===== src/rtl/twf_pkg.sv =====
package twf_pkg;

   // Sequencer steps; the order is the fetch order.
   typedef enum logic [2:0] {
      ST_MAR_HI,
      ST_READ_HI,
      ST_IR_HI,
      ST_MAR_LO,
      ST_READ_LO,
      ST_IR_LO,
      ST_DECODE,
      ST_ISSUE
   } twf_state_t;

   // Control levels decoded from the step.
   typedef struct packed {
      logic mar_ld;
      logic mem_rd;
      logic mbr_ld;
      logic ir_hi_ld;
      logic ir_lo_ld;
      logic pc_inc;
      logic decode;
      logic issue;
   } twf_ctl_t;

   localparam int unsigned FETCH_STEPS = 7;

endpackage


===== src/rtl/twf_ctrl.sv =====
module twf_ctrl
   import twf_pkg::*;
(
   input  logic     clk,
   input  logic     rst,
   input  logic     ex_done,
   output twf_ctl_t ctl
);

   twf_state_t state_q, state_d;

   always_comb begin
      state_d = state_q;
      unique case (state_q)
         ST_MAR_HI:  state_d = ST_READ_HI;
         ST_READ_HI: state_d = ST_IR_HI;
         ST_IR_HI:   state_d = ST_MAR_LO;
         ST_MAR_LO:  state_d = ST_READ_LO;
         ST_READ_LO: state_d = ST_IR_LO;
         ST_IR_LO:   state_d = ST_DECODE;
         ST_DECODE:  state_d = ST_ISSUE;
         ST_ISSUE:   state_d = ex_done ? ST_MAR_HI : ST_ISSUE;
         default:    state_d = ST_MAR_HI;
      endcase
   end

   always_ff @(negedge clk) begin
      if (rst) state_q <= ST_MAR_HI;
      else     state_q <= state_d;
   end

   always_comb begin
      ctl          = '0;
      ctl.mar_ld   = (state_q == ST_MAR_HI) || (state_q == ST_MAR_LO);
      ctl.mem_rd   = (state_q == ST_READ_HI) || (state_q == ST_READ_LO);
      ctl.mbr_ld   = ctl.mem_rd;
      ctl.ir_hi_ld = (state_q == ST_IR_HI);
      ctl.ir_lo_ld = (state_q == ST_IR_LO);
      ctl.pc_inc   = ctl.ir_hi_ld || ctl.ir_lo_ld;
      ctl.decode   = (state_q == ST_DECODE);
      ctl.issue    = (state_q == ST_ISSUE);
   end

   // a read strobe lasts one cycle
   a_r3_single_strobe: assert property (@(negedge clk) disable iff (rst)
      ctl.mem_rd |=> !ctl.mem_rd);

   // the valid flag holds until execute completes
   a_r6_hold_valid: assert property (@(negedge clk) disable iff (rst)
      (ctl.issue && !ex_done) |=> ctl.issue);

   // completion ends the issue step
   a_r6_release: assert property (@(negedge clk) disable iff (rst)
      (ctl.issue && ex_done) |=> !ctl.issue);

endmodule


===== src/rtl/twf_pc.sv =====
module twf_pc #(
   parameter int unsigned ADDR_W = 24
) (
   input  logic              clk,
   input  logic              rst,
   input  logic              inc,
   input  logic              load,
   input  logic [ADDR_W-1:0] target,
   output logic [ADDR_W-1:0] pc
);

   localparam logic [ADDR_W-1:0] STEP = ADDR_W'(1);

   always_ff @(negedge clk) begin
      if (rst)       pc <= '0;
      else if (load) pc <= target;
      else if (inc)  pc <= pc + STEP;
   end

   // one step per stored word
   a_r5_pc_step: assert property (@(negedge clk) disable iff (rst)
      (inc && !load) |=> (pc == $past(pc) + STEP));

   // a jump takes the target
   a_r8_pc_load: assert property (@(negedge clk) disable iff (rst)
      load |=> (pc == $past(target)));

endmodule


===== src/rtl/twf_datapath.sv =====
module twf_datapath #(
   parameter int unsigned   DATA_W     = 16,
   parameter int unsigned   ADDR_W     = 24,
   parameter int unsigned   OPC_W      = 8,
   parameter logic [OPC_W-1:0] IMM_OPCODE = 8'h01
) (
   input  logic                     clk,
   input  logic                     rst,
   input  logic                     mar_ld,
   input  logic                     mbr_ld,
   input  logic                     ir_hi_ld,
   input  logic                     ir_lo_ld,
   input  logic                     decode,
   input  logic [ADDR_W-1:0]        pc,
   input  logic [DATA_W-1:0]        mem_rdata,
   output logic [ADDR_W-1:0]        mar,
   output logic [OPC_W+ADDR_W-1:0]  ir,
   output logic [DATA_W-1:0]        acc
);

   localparam int unsigned INSTR_W = OPC_W + ADDR_W;

   logic [DATA_W-1:0] mbr;
   logic [DATA_W-1:0] imm_val;
   logic              imm_hit;

   // Address side: the memory address register is fed only by the PC.
   always_ff @(negedge clk) begin
      if (rst)         mar <= '0;
      else if (mar_ld) mar <= pc;
   end

   // Data side: every returned word passes through the buffer register.
   always_ff @(negedge clk) begin
      if (rst)         mbr <= '0;
      else if (mbr_ld) mbr <= mem_rdata;
   end

   always_ff @(negedge clk) begin
      if (rst) begin
         ir <= '0;
      end else begin
         if (ir_hi_ld) ir[INSTR_W-1:DATA_W] <= mbr;
         if (ir_lo_ld) ir[DATA_W-1:0]       <= mbr;
      end
   end

   // Fit the address field to the accumulator width.
   generate
      if (ADDR_W >= DATA_W) begin : g_imm_trunc
         assign imm_val = ir[DATA_W-1:0];
      end else begin : g_imm_zext
         assign imm_val = {{(DATA_W-ADDR_W){1'b0}}, ir[ADDR_W-1:0]};
      end
   endgenerate

   assign imm_hit = decode && (ir[INSTR_W-1:ADDR_W] == IMM_OPCODE);

   always_ff @(negedge clk) begin
      if (rst)          acc <= '0;
      else if (imm_hit) acc <= imm_val;
   end

   // the first half of the instruction is not touched by the second transfer
   a_r4_hi_kept: assert property (@(negedge clk) disable iff (rst)
      ir_lo_ld |=> (ir[INSTR_W-1:DATA_W] == $past(ir[INSTR_W-1:DATA_W])));

   // a non-immediate decode leaves the accumulator alone
   a_r7_acc_quiet: assert property (@(negedge clk) disable iff (rst)
      !imm_hit |=> $stable(acc));

endmodule


===== src/rtl/twoword_fetch_seq.sv =====
module twoword_fetch_seq
   import twf_pkg::*;
#(
   parameter int unsigned      DATA_W     = 16,
   parameter int unsigned      ADDR_W     = 24,
   parameter int unsigned      OPC_W      = 8,
   parameter logic [OPC_W-1:0] IMM_OPCODE = 8'h01
) (
   input  logic              clk,
   input  logic              rst,
   output logic [ADDR_W-1:0] mem_addr,
   output logic              mem_rd,
   input  logic [DATA_W-1:0] mem_rdata,
   output logic              instr_valid,
   input  logic              ex_done,
   input  logic              ex_jump,
   output logic [OPC_W-1:0]  opcode,
   output logic [ADDR_W-1:0] operand_addr,
   output logic [DATA_W-1:0] acc,
   output logic [ADDR_W-1:0] pc
);

   localparam int unsigned INSTR_W = OPC_W + ADDR_W;

   generate
      if (INSTR_W != 2 * DATA_W) begin : g_bad_split
         $error("instruction must span exactly two data words");
      end
      if (OPC_W == 0 || ADDR_W == 0) begin : g_bad_fields
         $error("opcode and address fields must be non-empty");
      end
   endgenerate

   twf_ctl_t           ctl;
   logic [INSTR_W-1:0] ir;
   logic [ADDR_W-1:0]  mar;
   logic               pc_load;

   assign pc_load = ctl.issue && ex_done && ex_jump;

   twf_ctrl u_ctrl (
      .clk     (clk),
      .rst     (rst),
      .ex_done (ex_done),
      .ctl     (ctl)
   );

   twf_pc #(.ADDR_W(ADDR_W)) u_pc (
      .clk    (clk),
      .rst    (rst),
      .inc    (ctl.pc_inc),
      .load   (pc_load),
      .target (ir[ADDR_W-1:0]),
      .pc     (pc)
   );

   twf_datapath #(
      .DATA_W     (DATA_W),
      .ADDR_W     (ADDR_W),
      .OPC_W      (OPC_W),
      .IMM_OPCODE (IMM_OPCODE)
   ) u_dp (
      .clk       (clk),
      .rst       (rst),
      .mar_ld    (ctl.mar_ld),
      .mbr_ld    (ctl.mbr_ld),
      .ir_hi_ld  (ctl.ir_hi_ld),
      .ir_lo_ld  (ctl.ir_lo_ld),
      .decode    (ctl.decode),
      .pc        (pc),
      .mem_rdata (mem_rdata),
      .mar       (mar),
      .ir        (ir),
      .acc       (acc)
   );

   assign mem_addr     = mar;
   assign mem_rd       = ctl.mem_rd;
   assign instr_valid  = ctl.issue;
   assign opcode       = ir[INSTR_W-1:ADDR_W];
   assign operand_addr = ir[ADDR_W-1:0];

   // the read address is the live program counter
   a_r3_addr_from_pc: assert property (@(negedge clk) disable iff (rst)
      mem_rd |-> (mem_addr == pc));

   // the presented instruction does not move while waiting
   a_r6_ir_stable: assert property (@(negedge clk) disable iff (rst)
      (instr_valid && !ex_done) |=> ($stable(opcode) && $stable(operand_addr)));

   // an immediate instruction is reflected in the accumulator when issued
   a_r7_imm_loaded: assert property (@(negedge clk) disable iff (rst)
      ($rose(instr_valid) && opcode == IMM_OPCODE) |-> (acc == DATA_W'(operand_addr)));

   // reset clears the program counter, accumulator and valid flag
   a_r2_reset_clear: assert property (@(negedge clk)
      rst |=> (pc == '0 && acc == '0 && !instr_valid));

endmodule


===== config.mk =====
export PLATFORM = sky130hd
export DESIGN_NAME = twoword_fetch_seq
export DESIGN_NICKNAME = d
export VERILOG_FILES = /design/src/rtl/twf_pkg.sv /design/src/rtl/twf_ctrl.sv /design/src/rtl/twf_pc.sv /design/src/rtl/twf_datapath.sv /design/src/rtl/twoword_fetch_seq.sv
export SDC_FILE = /design/constraint.sdc
export NUM_CORES = 1
export LEC_CHECK = 0
export BUFFER_PORTS_ARGS = -buffer_cell sky130_fd_sc_hd__buf_2
export CAP_MARGIN = 10
export CELL_PAD_IN_SITES_DETAIL_PLACEMENT = 0
export CELL_PAD_IN_SITES_GLOBAL_PLACEMENT = 1
export CORE_MARGIN = 2
export CORE_UTILIZATION = 35
export CTS_CLUSTER_DIAMETER = 80
export CTS_CLUSTER_SIZE = 8
export DETAILED_ROUTE_END_ITERATION = 6
export GPL_TIMING_DRIVEN = 0
export PLACE_DENSITY = 0.85
export SLEW_MARGIN = 20
export SYNTH_ARGS = -nofsm -noshare
export SYNTH_HDL_FRONTEND = slang
export SYNTH_SLANG_ARGS = --single-unit

===== constraint.sdc =====
create_clock -name clk -period 1.9 [get_ports clk]
set_clock_uncertainty 0.2 [all_clocks]
set_input_delay 0.475 -clock clk [delete_from_list [all_inputs] [get_ports clk]]
set_output_delay 0.475 -clock clk [all_outputs]
set_load 0.01 [all_outputs]

# Word-level counts from Yosys, hierarchy flattened
# Index checks and enable logic that the tools add are counted.
# W data, S select, Z words.
dict set report classes {
  n_mux 4
  add_sub_neg 1
  reduce_logical 8
  eq_ne 8
}
# op count
set op_table {}
lappend op_table {{$mux W24} 2}
lappend op_table {{$add A24 B1 Y24 const B} 1}
lappend op_table {{$pmux W3 S8} 1}
lappend op_table {{$eq A3 B3 Y1 const B} 4}
lappend op_table {{$eq A8 B1 Y1 const B} 1}
lappend op_table {{$eq A3 B2 Y1 const B} 2}
lappend op_table {{$eq A3 B1 Y1 const B} 1}
lappend op_table {{$logic_and A1 B1 Y1} 3}
lappend op_table {{$logic_not A3 Y1} 1}
lappend op_table {{$logic_or A1 B1 Y1} 3}
lappend op_table {{$mux W3} 1}
lappend op_table {{$reduce_bool A2 Y1} 1}
dict set report word_totals {
  register_bits 115
  inputBits 20
}

# Longest topological paths before layout
dict set report depth {
  depth_word 4
  mapped_depth 8
  ltp_nobuf 6
}

# Modules after synthesis
# From an unflattened synthesis, not the netlist that was laid out.
dict set report hier_totals {
  hier_cells 520
  area_unflattened_um2 4939.7
}
# mod cells_each area_each_um2 instances
set by_module_without_submodules {}
lappend by_module_without_submodules {twf_datapath 306 3258.1 1}
lappend by_module_without_submodules {twf_pc 187 1451.4 1}
lappend by_module_without_submodules {twf_ctrl 26 224.0 1}
lappend by_module_without_submodules {twoword_fetch_seq 1 6.3 1}

==> qor.yml <==
status:
  status: "finished with violations"
  violations: "setup timing"
synth:
  synth_seq_cells: 115
  syn_nets: 544
  yosys.area.top_type: "dfxtp_1"
  yosys_warnings: 0
  synth_cells: 523
  synth-edff-count: 0
  postSynthAreaPerCell_um2: 8.593
  synth_top_area_frac: 0.5122
  synth_area_um2: 4494
  synth_cell_types: 36
  seq_area_frac_synth: 0.5122
  synth_flop_cell: "dfxtp_1"
  async_reset_ff_frac: 0
  synth.area.top_cells: "dfxtp_1, nand2_1, mux2i_1"
placement:
  place_hpwl_mm: 9.731
  placed_cells_incl_taps: 811
  port_buffers: 116
  pre_cts_slack_ns: -1.021
  gp_congestion: 0.8515
grt:
  grt_pass1_vias: 5580
  antenna_found_initial: 0
  grt_start_max_net_pins: 17
  grt.overflow.total: 0
  grt_pass1_wl_mm: 27.03
  track_usage: 0.2497
setup_path:
  cp-end-kind: "primary output"
  start_kind: "register"
  criticalPathCategory: "register to primary output"
  worstReg2RegStart: "u_ctrl.state_q[1]"
  critPathCapture: "mem_rd"
  worstPathRequired_ns: 1.22
  setup.worst_path.start: "u_ctrl.state_q[0]"
  r2r_cells: 8
  crit_arrival_ns: 2.25
  reg2reg_slack_ns: -0.41
  path_max_fanout: 4
  r2r-end: "u_pc.pc[20]"
floorplanning:
  num_io_pins: 118
  core-area_um2: 12570
  dieHeight_um: 117.3
  start_util: 0.3576
  die_area_um2: 13760
  die_w_um: 117.3
  rows: 41
power_and_ir_drop:
  p_leak_nw: 4.097
  ir_drop_mv: 0.6369
  power_density_nw_per_um2: 829.9
cts:
  cts_tree: "yes"
  clock_insertion_delay_worst_skew_ns: 0.45
  clock-sinks: 115
  root_buffer: "clkbuf_16"
  clk_pin_slew_ns: 0.03
  cts_made_buffers: 17
  htree_levels: 4
  cts_max_path_buffers: 2
detailed_routing:
  initialDrtViolationCount: 361
  drt_first_pass_iters: 5
  drtAntennaViolNets: 0
  drt_wl_total_mm: 17.29
  drc: 0
  via_count: 5177
  wl_per_cell_um: 16.45
  via_per_inst: 4.926
finish:
  final_common_cell: "nand2_1"
  regArea_um2: 2536
  antennaDiodeCount: 0
  final_nets: 888
  post_layout_nonfiller_instances: 1051
  area_delta_synth_final_pct: 97.16
  final_layout_size_suffix_gt1_frac: 0.5415
  final_cell_mix: "nand2_1, inv_1, buf_6, buf_4, a21oi_2"
  multiInputGateArea_um2: 2520
  fillers: 890
sta:
  slew_headroom: 0.7507
  slew_viol_final: 0
  rsz0062_at_grt: "yes"
  hold_violations: 0
  worst_slack_ns: -1.029
  tightest_slew_ns: 0.3719
  finalSetupViolations: 137
min_path:
  hold_class: "register to register"
job:
  max-cap-violations: 0
[layer usage]
| layer | share of wire | up-vias | global-route usage |
|---|---|---|---|
| li1 | - | 2469 | - |
| met5 | 0 | - | 0 |
| met3 | 0.054 | 23 | 0.1026 |
| met2 | 0.52 | 177 | 0.3991 |
| met4 | 0.015 | 0 | 0.1438 |
| met1 | 0.41 | 2508 | 0.2808 |
[cell type report]
cell class | instances | share of cell area
repair buffers | 214 | 0.2306
multi-input cells | 369 | 0.2844
flip-flops and latches | 115 | 0.2862
clock inverters | 129 | 0.07018
clock buffers | 17 | 0.04801
inverters | 3 | 0.001271
well taps | 172 | 0.02429
plain buffers | 32 | 0.05507
[stage by stage]
stage	power, mW	hold slack, ns	cell area, um2	TNS (ns)	utilization
floorplan	3.190	0.2428	5326	-36.96	-
global placement	3.304	0.2503	6122	-58.50	0.4871
detailed placement	3.312	0.2532	6122	-60.02	0.4871
CTS	7.400	0.2701	8597	-68.76	0.6840
global route	7.839	0.2879	8861	-73.26	0.7050
finish	7.354	0.2720	8861	-67.03	0.7050
[cell usage after synthesis (2+ instances only)]
cell	instances
a211oi_1	19
a21oi_1	62
and2_1	2
and3_1	5
and4_1	4
buf_1	3
buf_2	4
clkbuf_1	26
dfxtp_1	115
inv_1	4
mux2i_1	32
nand2_1	125
nand3_1	8
nand4_1	12
nor2_1	56
nor3_1	3
o21ai_0	3
o31ai_1	2
xnor2_1	5
xor2_1	17
[power by group]
group	total [mW]	leakage, nW	internal, mW	switching, mW
logic	0.549	2.19	0.265	0.284
registers	2.47	0.993	2.42	0.0448
clock network	4.34	0.914	2.61	1.73
total	7.35	4.10	5.29	2.06
[state kept, by name (all words and copies together), names as in the netlist]
signal and cells:
u_dp.ir 32, u_pc.pc 24, u_dp.mbr 16, u_ctrl.state_q 3, u_dp.mar 24, u_dp.acc 16
[worst min-delay path by stage]
stage	startpoint	endpoint	slack [ns]	cells after the start
finish	u_dp.mar[22]	u_dp.mar[22]	0.27	2
global route	u_dp.mbr[2]	u_dp.ir[2]	0.29	2
CTS	u_dp.mar[4]	u_dp.mar[4]	0.27	2
detailed placement	u_dp.mar[11]	u_dp.mar[11]	0.25	2
global placement	u_dp.mar[16]	u_dp.mar[16]	0.25	2
floorplan	u_dp.mbr[9]	u_dp.ir[9]	0.24	2
[timing repair]
action,4_1_cts,5_1_grt
resized for setup,158,36
pin swaps,45,28
hold buffers,0,0
cloned,2,1
setup endpoints to repair,178,175
buffers inserted,78,17
[critical path, cell delays in order (launching register included)]
cell	delay (ns)
dfxtp_2	0.31
buf_6	0.13
xnor2_4	0.14
nor2_4	0.16
buf_6	0.12
[kinds of logic after synthesis]
logic type / count (synthesis) / share of synthesized area
flops: 115 / 0.5122
compound gates: 92 / 0.1236
simple gates: 222 / 0.2110
mux: 32 / 0.07127
fa+ha+maj: 1 / 0.002784
buf+inv: 39 / 0.03619
xor+xnor: 22 / 0.04287
Power figures use the tool's default switching activity.
